--- src/rtl/swp_pkg.sv ---
package swp_pkg;
  localparam int ADDR_W = 10;
  localparam int SAMP_W = 16;
  localparam int WORD_W = 2 * SAMP_W;
  localparam int BB_W   = 18;
  localparam int STEP_W = 16;
  localparam int MODE_W = 3;
  localparam int NSEG   = 2;
  localparam int REG_AW = 3;
  localparam int REG_DW = 32;
  localparam int HI_LSB = 16;
  localparam int CTL_IX = 2 * NSEG;

  typedef enum logic [MODE_W-1:0] {
    PM_RAMP_UP = 3'd0,
    PM_RAMP_DN = 3'd1,
    PM_LOOP    = 3'd2,
    PM_BOUNCE  = 3'd3
  } pmode_e;

  typedef enum logic [1:0] {
    SQ_IDLE = 2'd0,
    SQ_RUN  = 2'd1,
    SQ_HOLD = 2'd2
  } sq_state_e;

  typedef struct packed {
    logic [ADDR_W-1:0] first;
    logic [ADDR_W-1:0] last;
    logic [STEP_W-1:0] rate;
    logic [MODE_W-1:0] mode;
  } seg_cfg_t;

  // Sign-extend downward: sample in the top bits, sign copies below.
  function automatic logic [BB_W-1:0] to_baseband(input logic [SAMP_W-1:0] s);
    return {s, {(BB_W - SAMP_W){s[SAMP_W-1]}}};
  endfunction

  // Down-counter reload: divider minus one; zero and baseband force one.
  function automatic logic [STEP_W-1:0] reload_of(input logic [STEP_W-1:0] rate,
                                                  input logic force_one);
    if (force_one || rate == '0) return '0;
    return rate - 1'b1;
  endfunction

  function automatic logic range_bad(input seg_cfg_t c);
    return c.last <= c.first;
  endfunction

  function automatic logic mode_known(input logic [MODE_W-1:0] m);
    return m <= MODE_W'(3);
  endfunction
endpackage

--- src/rtl/swp_regs.sv ---
module swp_regs
  import swp_pkg::*;
(
  input  logic                    clk,
  input  logic                    rst_n,
  input  logic                    wr_en,
  input  logic [REG_AW-1:0]       wr_addr,
  input  logic [REG_DW-1:0]       wr_data,
  input  logic                    upd,
  output seg_cfg_t [NSEG-1:0]     act_seg,
  output logic                    act_en,
  output logic                    act_bb
);
  logic shd_en, shd_bb;
  logic unused_hi;
  assign unused_hi = ^wr_data[REG_DW-1:HI_LSB+ADDR_W];

  for (genvar g = 0; g < NSEG; g++) begin : g_seg
    seg_cfg_t shd_q, act_q;
    logic hit_lim, hit_pace;
    assign hit_lim  = wr_en && (wr_addr == REG_AW'(2 * g));
    assign hit_pace = wr_en && (wr_addr == REG_AW'(2 * g + 1));

    always_ff @(posedge clk or negedge rst_n) begin
      if (!rst_n) begin
        shd_q <= '0;
      end else if (hit_lim) begin
        shd_q.first <= wr_data[ADDR_W-1:0];
        shd_q.last  <= wr_data[HI_LSB +: ADDR_W];
      end else if (hit_pace) begin
        shd_q.rate <= wr_data[STEP_W-1:0];
        shd_q.mode <= wr_data[HI_LSB +: MODE_W];
      end
    end

    always_ff @(posedge clk or negedge rst_n) begin
      if (!rst_n)   act_q <= '0;
      else if (upd) act_q <= shd_q;
    end

    assign act_seg[g] = act_q;
  end

  always_ff @(posedge clk or negedge rst_n) begin
    if (!rst_n) begin
      shd_en <= 1'b0;
      shd_bb <= 1'b0;
    end else if (wr_en && wr_addr == REG_AW'(CTL_IX)) begin
      shd_en <= wr_data[0];
      shd_bb <= wr_data[1];
    end
  end

  always_ff @(posedge clk or negedge rst_n) begin
    if (!rst_n) begin
      act_en <= 1'b0;
      act_bb <= 1'b0;
    end else if (upd) begin
      act_en <= shd_en;
      act_bb <= shd_bb;
    end
  end

  AST_NO_CHANGE_WITHOUT_UPD: assert property (@(posedge clk) disable iff (!rst_n)
    !upd |=> $stable(act_en) && $stable(act_bb) && $stable(act_seg)) else $error("working set moved");
endmodule

--- src/rtl/swp_seq.sv ---
module swp_seq
  import swp_pkg::*;
(
  input  logic                clk,
  input  logic                rst_n,
  input  logic                trig,
  input  logic                pb_ce,
  input  logic                en,
  input  logic                bb,
  input  seg_cfg_t [NSEG-1:0] seg,
  output logic                mem_rd,
  output logic [ADDR_W-1:0]   mem_addr,
  output logic                cfg_err
);
  logic              trig_q;
  logic              ev_rise, ev_fall, ev_kick, ev_tick, ev_adv;
  logic              at_first, at_last;
  seg_cfg_t          pick, cur;
  sq_state_e         st;
  logic [ADDR_W-1:0] addr, nxt_addr;
  logic              up, nxt_up, nxt_hold;
  logic [STEP_W-1:0] cnt;

  // Edge events: direction selects the profile.
  assign ev_rise = trig & ~trig_q;
  assign ev_fall = ~trig & trig_q;
  assign ev_kick = en & (ev_rise | ev_fall);
  assign pick    = ev_fall ? seg[1] : seg[0];

  assign ev_tick  = en & pb_ce & (st == SQ_RUN) & ~ev_kick;
  assign ev_adv   = ev_tick & (cnt == '0);
  assign at_first = (addr == cur.first);
  assign at_last  = (addr == cur.last);

  always_comb begin
    nxt_addr = addr;
    nxt_up   = up;
    nxt_hold = 1'b0;
    case (cur.mode)
      PM_RAMP_UP: begin
        if (at_last) nxt_hold = 1'b1;
        else         nxt_addr = addr + 1'b1;
      end
      PM_RAMP_DN: begin
        if (at_first) nxt_hold = 1'b1;
        else          nxt_addr = addr - 1'b1;
      end
      PM_LOOP: nxt_addr = at_last ? cur.first : addr + 1'b1;
      PM_BOUNCE: begin
        if (up) begin
          if (at_last) begin nxt_up = 1'b0; nxt_addr = addr - 1'b1; end
          else         nxt_addr = addr + 1'b1;
        end else begin
          if (at_first) begin nxt_up = 1'b1; nxt_addr = addr + 1'b1; end
          else          nxt_addr = addr - 1'b1;
        end
      end
      default: nxt_hold = 1'b1;
    endcase
  end

  always_ff @(posedge clk or negedge rst_n) begin
    if (!rst_n) begin
      trig_q  <= 1'b0;
      st      <= SQ_IDLE;
      cur     <= '0;
      addr    <= '0;
      up      <= 1'b1;
      cnt     <= '0;
      cfg_err <= 1'b0;
    end else begin
      trig_q <= trig;
      if (ev_kick) begin
        cur     <= pick;
        cnt     <= reload_of(pick.rate, bb);
        up      <= (pick.mode != PM_RAMP_DN);
        addr    <= (pick.mode == PM_RAMP_DN) ? pick.last : pick.first;
        cfg_err <= range_bad(pick);
        st      <= (!range_bad(pick) && mode_known(pick.mode)) ? SQ_RUN : SQ_IDLE;
      end else if (!en) begin
        st <= SQ_IDLE;
      end else if (ev_tick) begin
        if (!ev_adv) begin
          cnt <= cnt - 1'b1;
        end else begin
          cnt  <= reload_of(cur.rate, bb);
          addr <= nxt_addr;
          up   <= nxt_up;
          if (nxt_hold) st <= SQ_HOLD;
        end
      end
    end
  end

  assign mem_rd   = en & pb_ce & (st != SQ_IDLE);
  assign mem_addr = addr;

  AST_ADDR_IN_SEGMENT: assert property (@(posedge clk) disable iff (!rst_n)
    (st != SQ_IDLE) |-> (addr >= cur.first && addr <= cur.last)) else $error("address left segment");
  AST_FALL_PICKS_SEG1: assert property (@(posedge clk) disable iff (!rst_n)
    (ev_kick && ev_fall) |=> (cur == $past(seg[1]))) else $error("wrong profile on fall");
  AST_BAD_RANGE_STOPS: assert property (@(posedge clk) disable iff (!rst_n)
    (ev_kick && range_bad(pick)) |=> (st == SQ_IDLE && cfg_err)) else $error("bad range ran");
  AST_IDLE_MODE_NO_RUN: assert property (@(posedge clk) disable iff (!rst_n)
    (ev_kick && !mode_known(pick.mode)) |=> (st == SQ_IDLE)) else $error("idle code ran");
  AST_DIVIDER_HOLDS: assert property (@(posedge clk) disable iff (!rst_n)
    (ev_tick && !ev_adv) |=> $stable(addr)) else $error("address moved early");
  AST_CE_LOW_STALLS: assert property (@(posedge clk) disable iff (!rst_n)
    (st == SQ_RUN && en && !pb_ce && !ev_kick) |=> ($stable(addr) && $stable(cnt))) else $error("stall broken");
  AST_OFF_STOPS: assert property (@(posedge clk) disable iff (!rst_n)
    !en |=> (st == SQ_IDLE)) else $error("ran while disabled");
endmodule

--- src/rtl/swp_fmt.sv ---
module swp_fmt
  import swp_pkg::*;
(
  input  logic              clk,
  input  logic              rst_n,
  input  logic              rd,
  input  logic [WORD_W-1:0] rdata,
  input  logic              bb,
  output logic [BB_W-1:0]   bb_i,
  output logic [BB_W-1:0]   bb_q,
  output logic              bb_vld,
  output logic [SAMP_W-1:0] sc_i,
  output logic [SAMP_W-1:0] sc_q,
  output logic              sc_vld
);
  logic              rd_q;
  logic [SAMP_W-1:0] s_i, s_q;
  assign s_i = rdata[WORD_W-1 -: SAMP_W];
  assign s_q = rdata[SAMP_W-1:0];

  always_ff @(posedge clk or negedge rst_n) begin
    if (!rst_n) begin
      rd_q   <= 1'b0;
      bb_i   <= '0;
      bb_q   <= '0;
      sc_i   <= '0;
      sc_q   <= '0;
      bb_vld <= 1'b0;
      sc_vld <= 1'b0;
    end else begin
      rd_q   <= rd;
      bb_vld <= rd_q & bb;
      sc_vld <= rd_q & ~bb;
      if (rd_q && bb) begin
        bb_i <= to_baseband(s_i);
        bb_q <= to_baseband(s_q);
      end
      if (rd_q && !bb) begin
        sc_i <= s_i;
        sc_q <= s_q;
      end
    end
  end

  AST_ONE_PATH_VALID: assert property (@(posedge clk) disable iff (!rst_n)
    !(bb_vld && sc_vld)) else $error("both paths valid");
  AST_BB_SIGN_FILL: assert property (@(posedge clk) disable iff (!rst_n)
    bb_vld |-> (bb_i[1:0] == {2{bb_i[BB_W-1]}} && bb_q[1:0] == {2{bb_q[BB_W-1]}})) else $error("sign fill");
  AST_SC_PASS: assert property (@(posedge clk) disable iff (!rst_n)
    (rd_q && !bb) |=> (sc_i == $past(s_i) && sc_q == $past(s_q))) else $error("scaling word altered");
endmodule

--- src/rtl/seg_wave_player.sv ---
module seg_wave_player
  import swp_pkg::*;
(
  input  logic              clk,
  input  logic              rst_n,
  input  logic              reg_we,
  input  logic [REG_AW-1:0] reg_addr,
  input  logic [REG_DW-1:0] reg_wdata,
  input  logic              cfg_update,
  input  logic              trig,
  input  logic              pb_ce,
  output logic              mem_rd,
  output logic [ADDR_W-1:0] mem_addr,
  input  logic [WORD_W-1:0] mem_rdata,
  output logic [BB_W-1:0]   bb_i,
  output logic [BB_W-1:0]   bb_q,
  output logic              bb_vld,
  output logic [SAMP_W-1:0] sc_i,
  output logic [SAMP_W-1:0] sc_q,
  output logic              sc_vld,
  output logic              par_en,
  output logic              cfg_err
);
  seg_cfg_t [NSEG-1:0] act_seg;
  logic                act_en, act_bb;

  swp_regs u_regs (
    .clk(clk), .rst_n(rst_n), .wr_en(reg_we), .wr_addr(reg_addr),
    .wr_data(reg_wdata), .upd(cfg_update), .act_seg(act_seg),
    .act_en(act_en), .act_bb(act_bb)
  );

  swp_seq u_seq (
    .clk(clk), .rst_n(rst_n), .trig(trig), .pb_ce(pb_ce), .en(act_en),
    .bb(act_bb), .seg(act_seg), .mem_rd(mem_rd), .mem_addr(mem_addr),
    .cfg_err(cfg_err)
  );

  swp_fmt u_fmt (
    .clk(clk), .rst_n(rst_n), .rd(mem_rd), .rdata(mem_rdata), .bb(act_bb),
    .bb_i(bb_i), .bb_q(bb_q), .bb_vld(bb_vld), .sc_i(sc_i), .sc_q(sc_q),
    .sc_vld(sc_vld)
  );

  assign par_en = ~(act_en & act_bb);

  AST_READ_TO_OUTPUT: assert property (@(posedge clk) disable iff (!rst_n)
    mem_rd |=> ##1 (bb_vld || sc_vld)) else $error("read produced no sample");
endmodule

--- config.mk ---
export PLATFORM = sky130hd
export DESIGN_NAME = seg_wave_player
export DESIGN_NICKNAME = d
export VERILOG_FILES = /design/src/rtl/swp_pkg.sv /design/src/rtl/swp_regs.sv /design/src/rtl/swp_seq.sv /design/src/rtl/swp_fmt.sv /design/src/rtl/seg_wave_player.sv
export SDC_FILE = /design/constraint.sdc
export NUM_CORES = 1
export LEC_CHECK = 0
export BUFFER_PORTS_ARGS = -buffer_cell sky130_fd_sc_hd__buf_2
export CORE_ASPECT_RATIO = 0.7
export CORE_MARGIN = 2
export CORE_UTILIZATION = 55
export DETAILED_ROUTE_END_ITERATION = 6
export HOLD_SLACK_MARGIN = 0.1
export PLACE_DENSITY_LB_ADDON = 0.05
export SYNTH_ARGS = -nofsm -noshare
export SYNTH_HDL_FRONTEND = slang
export SYNTH_SLANG_ARGS = --single-unit
--- constraint.sdc ---
create_clock -name clk -period 4.36 [get_ports clk]
set_clock_uncertainty 0.05 [all_clocks]
set_input_delay 0.218 -clock clk [delete_from_list [all_inputs] [get_ports clk]]
set_output_delay 0.218 -clock clk [all_outputs]
set_load 0.02 [all_outputs]
Word level (Yosys, flattened, before mapping)
Index checks and enable logic that the tools add are counted.
W data, S select, Z words.
{"block": "op_classes", "add_sub_neg": 5, "muxes": 44, "n_reduce_logical": 30, "n_eq_ne": 17, "n_bitwise": 19, "n_lt_le_gt_ge": 2}
{"cell": "$mux W16", "count": 8}
{"cell": "$mux W10", "count": 11}
{"cell": "$logic_not A16 Y1", "count": 3}
{"cell": "$sub A16 B1 Y16 const B", "count": 3}
{"cell": "$pmux W10 S4", "count": 1}
{"cell": "$mux W39", "count": 1}
{"cell": "$eq A10 B10 Y1", "count": 2}
{"cell": "$mux W1", "count": 17}
{"cell": "$eq A3 B2 Y1 const B", "count": 4}
{"cell": "$ne A3 B1 Y1 const B", "count": 4}
{"cell": "$and A1 B1 Y1", "count": 11}
{"cell": "$add A10 B1 Y10 const B", "count": 1}
{"cell": "$le A10 B10 Y1", "count": 1}
{"cell": "$mux W2", "count": 5}
{"cell": "$reduce_bool A2 Y1", "count": 5}
{"cell": "$sub A10 B1 Y10 const B", "count": 1}
{"cell": "$eq A3 B1 Y1 const B", "count": 3}
{"cell": "$logic_and A1 B1 Y1", "count": 8}
{"cell": "$not A1 Y1", "count": 7}
{"cell": "$logic_not A3 Y1", "count": 2}
{"cell": "$ne A3 B2 Y1 const B", "count": 2}
{"cell": "$reduce_and A2 Y1", "count": 3}
{"cell": "$reduce_and A6 Y1", "count": 1}
{"cell": "$reduce_bool A5 Y1", "count": 1}
{"cell": "other kinds (10)", "count": 12}
{"block": "word_totals", "inputBits": 73, "ff_bits": 301, "out_inout_bits": 83, "wordCells": 154}

Depth between registers and ports, before layout
{"block": "depth", "word_depth": 16, "ltp_mapped": 17}

Cells and area by module
A second synthesis with hierarchy kept.
{"block": "unflattened", "hier_cells": 1138, "area_unflattened_um2": 14159.8}
{"module": "swp_regs", "seq_area_each_um2": 4003.8, "area_per_inst_um2": 6009.5, "cells_each": 342, "n_inst": 1}
{"module": "swp_seq", "seq_area_each_um2": 1752.9, "area_per_inst_um2": 5477.8, "cells_each": 649, "n_inst": 1}
{"module": "swp_fmt", "seq_area_each_um2": 1676.6, "area_per_inst_um2": 2668.8, "cells_each": 146, "n_inst": 1}
{"module": "seg_wave_player", "seq_area_each_um2": 0.0, "area_per_inst_um2": 3.8, "cells_each": 1, "n_inst": 1}

Worst setup path after synthesis
No wires, ideal clock.
{"block": "synth_timing", "path_kind": "register to register", "from": "register u_seq.trig_q", "to": "register u_seq.cfg_err", "path_buffers": 5, "setup_ps": 65, "slack_ps": 1082, "period_less_slack_ps": 3278, "t_required_ps": 4245, "arrival_time_ps": 3163, "path_stages_with_launch": 16, "cell_sequence": "dfrtp_1 -> ha_1 -> clkbuf_1 -> buf_2 -> buf_2 -> buf_2 -> buf_2 -> mux2i_1 -> ha_1 -> nor2b_1 -> o21a_1 -> o21a_1 -> o21ai_0 -> a21oi_1 -> o21ai_0 -> mux2_2"}
{"block": "synth_via", "elab_chain_cells": 4, "elab_cells_between_ends": 7}
{"element": "from (decl)", "line": "swp_seq.sv:15", "rtl": "logic trig_q;"}
{"element": "from (signal assigned)", "line": "swp_seq.sv:72", "rtl": "trig_q <= trig;"}
{"element": "branches (longest 4 deep; another with $le A10 B10 Y1)"}
{"element": "to (signal assigned)", "line": "swp_seq.sv:78", "rtl": "cfg_err <= range_bad(pick);"}
{"element": "to (decl)", "line": "swp_seq.sv:13", "rtl": "output logic cfg_err"}
Several ways; the timed one is not identified.
A chain may end at the register's enable or synchronous reset.

Final worst setup path
{"block": "layout_timing", "from": "input trig", "to": "register u_seq.cnt[14]"}
{"block": "layout_via", "elab_chain_cells": 11, "elab_cells_between_ends": 22}
{"element": "from (decl)", "line": "seg_wave_player.sv:10", "rtl": "input logic trig,"}
{"element": "branches (longest 11 deep; another with $sub A16 B1 Y16)"}
{"element": "to (signal assigned)", "line": "swp_seq.sv:75", "rtl": "cnt <= reload_of(pick.rate, bb);"}
{"element": "to (signal assigned)", "line": "swp_seq.sv:84", "rtl": "cnt <= cnt - 1'b1;"}
{"element": "to (signal assigned)", "line": "swp_seq.sv:86", "rtl": "cnt <= reload_of(cur.rate, bb);"}
{"element": "to (decl)", "line": "swp_seq.sv:22", "rtl": "logic [STEP_W-1:0] cnt;"}
Several ways; the timed one is not identified. The select of a mux whose other input is x is not followed.

==> reports/results.ini <==
[routing]
viasPerCell=5.61
drt_iter0_markers=732
wl_um=31700
dr.pass1.iters=5
wire_per_inst_um=18.7
antenna_left=0
drc=0
vias=9524

[power_and_ir_drop]
powerDensity_nw_per_um2=616
swShare=0.357
power.clock.fraction=0.245
seq_power_share=0.427
peakVddDrop_mv=0.431
internal-power_uw=6530
p_leak_uw=0.00741
power_switching_uw=3630
power.share.combinational=0.328

[flow_run]
drv_cap=0

[global_route]
grt_overflow=0
grt_pass1_wl_um=50700
track_usage=0.240
grt_pass1_vias=9141
antenna_found_initial=0
grt_max_degree=127

[yosys]
yosysMostFrequentCell=dfrtp_1
synth_common_cells=dfrtp_1, mux2_2, nand2_1
yosysSeqAreaShare=0.536
syn_nets=1243
synth_top_cell_by_area=dfrtp_1
synth_edf_count=0
synth.cell_area_um2=13900
synth_warnings=0
ys_ff_latch=297
synth_cell_types=60
synthTopCellsByArea=dfrtp_1, mux2_2, xnor2_1
syn_avg_cell_area_um2=12.0
netlist_instances=1152
synthArstFlopShare=1.00
synth_top_area_share=0.534
synthFlopType=dfrtp_1

[worst_setup_path]
cp_slowest_stage_delay_ns=0.66
cp.required_ns=4.75
critPathArrivalTime_ns=3.86
path_cells=dlygate4sd3_1, buf_2, inv_1, ha_2, buf_4, mux2i_1, ha_1, nand3_1, nor3_1, xor2_1, nor2_1, a221o_1
cp-end-kind=flop
slowest_stage=ha_2
critPathKind=in -> reg
path_max_fanout=24
start_kind=input pin

[worst_hold_path]
holdCritPathClass=in -> async

[sta]
finalSetupViolCount=0
worstMarginPinSlew_ns=1.13
grt_setup_unrepaired=false
relSlewSlack=0.250
fmax_mhz=289
period_share=0.795
finalHoldViolCount=0
final.setup.tns_ns=0
period_needed_ns=3.47
maxSlewViolCount=0

[die]
dieWidth_um=194
coreArea_um2=24700
die_h_um=137
initial_core_util=0.562
die-area_um2=26500
fp-row-count=48
ios=156

[layout]
fin_cells=1697
fin_nets=1441
drive_gt1_frac=0.342
diodes=0
syn2layout_area_growth_pct=19.1
final_util=0.669

[placed_design]
dp.cells=1579
io_buffer_count=149
gp_congestion=0.879
dp_hpwl_um=21300

[clock_network]
clk-insertion-delay-late_ns=0.57
ctsHoldBuffers=65
clkSinkCount=297
cts.path.max_buffers=3
clkTransAtPathRegs_ns=0.06
cts_buffers=29
postCtsSetupBuffers=0
htree_levels=1
cts_tree=done
cts_resized=0
cts-root-buf=clkbuf_16

[status]
status=finished clean

## power by group through the flow
stage          registers, uW  logic [uW]  clock network, uW
2_1_floorplan           4320        2280                  0
3_3_place_gp            4340        3180                  0
3_5_place_dp            4370        3250                  0
4_1_cts                 4330        3320               2540
5_1_grt                 4470        3660               2650
6_report                4340        3330               2490
## cell type report
type | instances | area, um2
well taps | 325 | 407
inverters | 26 | 97.6
repair buffers | 230 | 1540
clock inverters | 11 | 101
clock buffers | 42 | 845
fillers | 1832 | 8170
flip-flops and latches | 297 | 7430
multi-input cells | 766 | 6090
## worst paths after layout
| check | startpoint | to | slack [ns] | cells after the start |
|---|---|---|---|---|
| min in group clk | trig | u_seq.trig_q | 0.26 | 2 |
| min | rst_n | u_seq.mem_addr[5] | 0.25 | 2 |
| min reg2reg | u_regs.g_seg[0].shd_q[2] | u_regs.act_seg[2] | 0.44 | 1 |
| max reg2reg | u_seq.trig_q | u_seq.cnt[14] | 0.92 | 9 |
| max | trig | u_seq.cnt[14] | 0.89 | 12 |
| max in group asynchronous | rst_n | u_regs.act_bb | 2.79 | 3 |
## cell usage in the layout (no fill, tap or decap), types with 29 or more instances in the layout
| master | n |
|---|---|
| nand2_1 | 82 |
| nor2_1 | 64 |
| a21oi_1 | 31 |
| xnor2_1 | 45 |
| o21ai_0 | 58 |
| dlygate4sd3_1 | 65 |
| dfrtp_1 | 296 |
| buf_2 | 147 |
| clkbuf_16 | 29 |
| mux2_2 | 231 |
| mux2i_1 | 37 |
## critical path: cells and delay by family
kind / cells / cell delay [ns]
AND/OR/NAND/NOR: 3 / 0.50
AO/OA/AOI/OAI: 1 / 0.27
buffers and inverters: 4 / 1.15
XOR/XNOR: 1 / 0.17
multiplexers: 1 / 0.54
adder cells (fa/ha/maj): 2 / 0.97
## metal layers
metal	global-route usage	routed length (um)
met1	0.402	16800
met2	0.329	13000
met3	0.0355	1510
met4	0.0424	420
met5	0	0
## per-stage QoR
step	hold WS, ns	area (um2)	total power (uW)	setup WS (ns)
after floorplan	-0.128	13900	6600	1.08
after CTS	0.247	16500	10200	0.938
final	0.249	16500	10200	0.894
after global placement	0.293	14900	7520	0.979
after global routing	0.279	16500	10800	0.669
after detailed placement	0.303	14900	7630	0.908
## flip-flops by register name, indices dropped and copies added (netlist names)
name	cells
u_regs.act_bb	1
u_fmt.bb_vld	1
u_seq.cfg_err	1
u_fmt.rd_q	1
u_fmt.sc_vld	1
u_regs.act_en	1
u_regs.shd_bb	1
u_fmt.sc_q	16
u_regs.act_seg	78
u_regs.shd_en	1
u_fmt.bb_q	16
u_seq.cur	39
u_seq.mem_addr	10
u_fmt.bb_i	16
u_fmt.sc_i	16
u_seq.up	1
u_seq.st	2
u_seq.trig_q	1
u_regs.g_seg.shd_q	78
u_seq.cnt	16
## cells by family after synthesis
kind of cell,count (synthesis),synth area share
buffers and inverters,89,0.0263
adders and majority gates,18,0.0162
DFF,297,0.536
muxes,268,0.214
and+or+nand+nor,251,0.0864
xor gates and xnor gates,63,0.0398
AOI/OAI and AO/OA,166,0.0808
(Power assumes the default switching activity.)
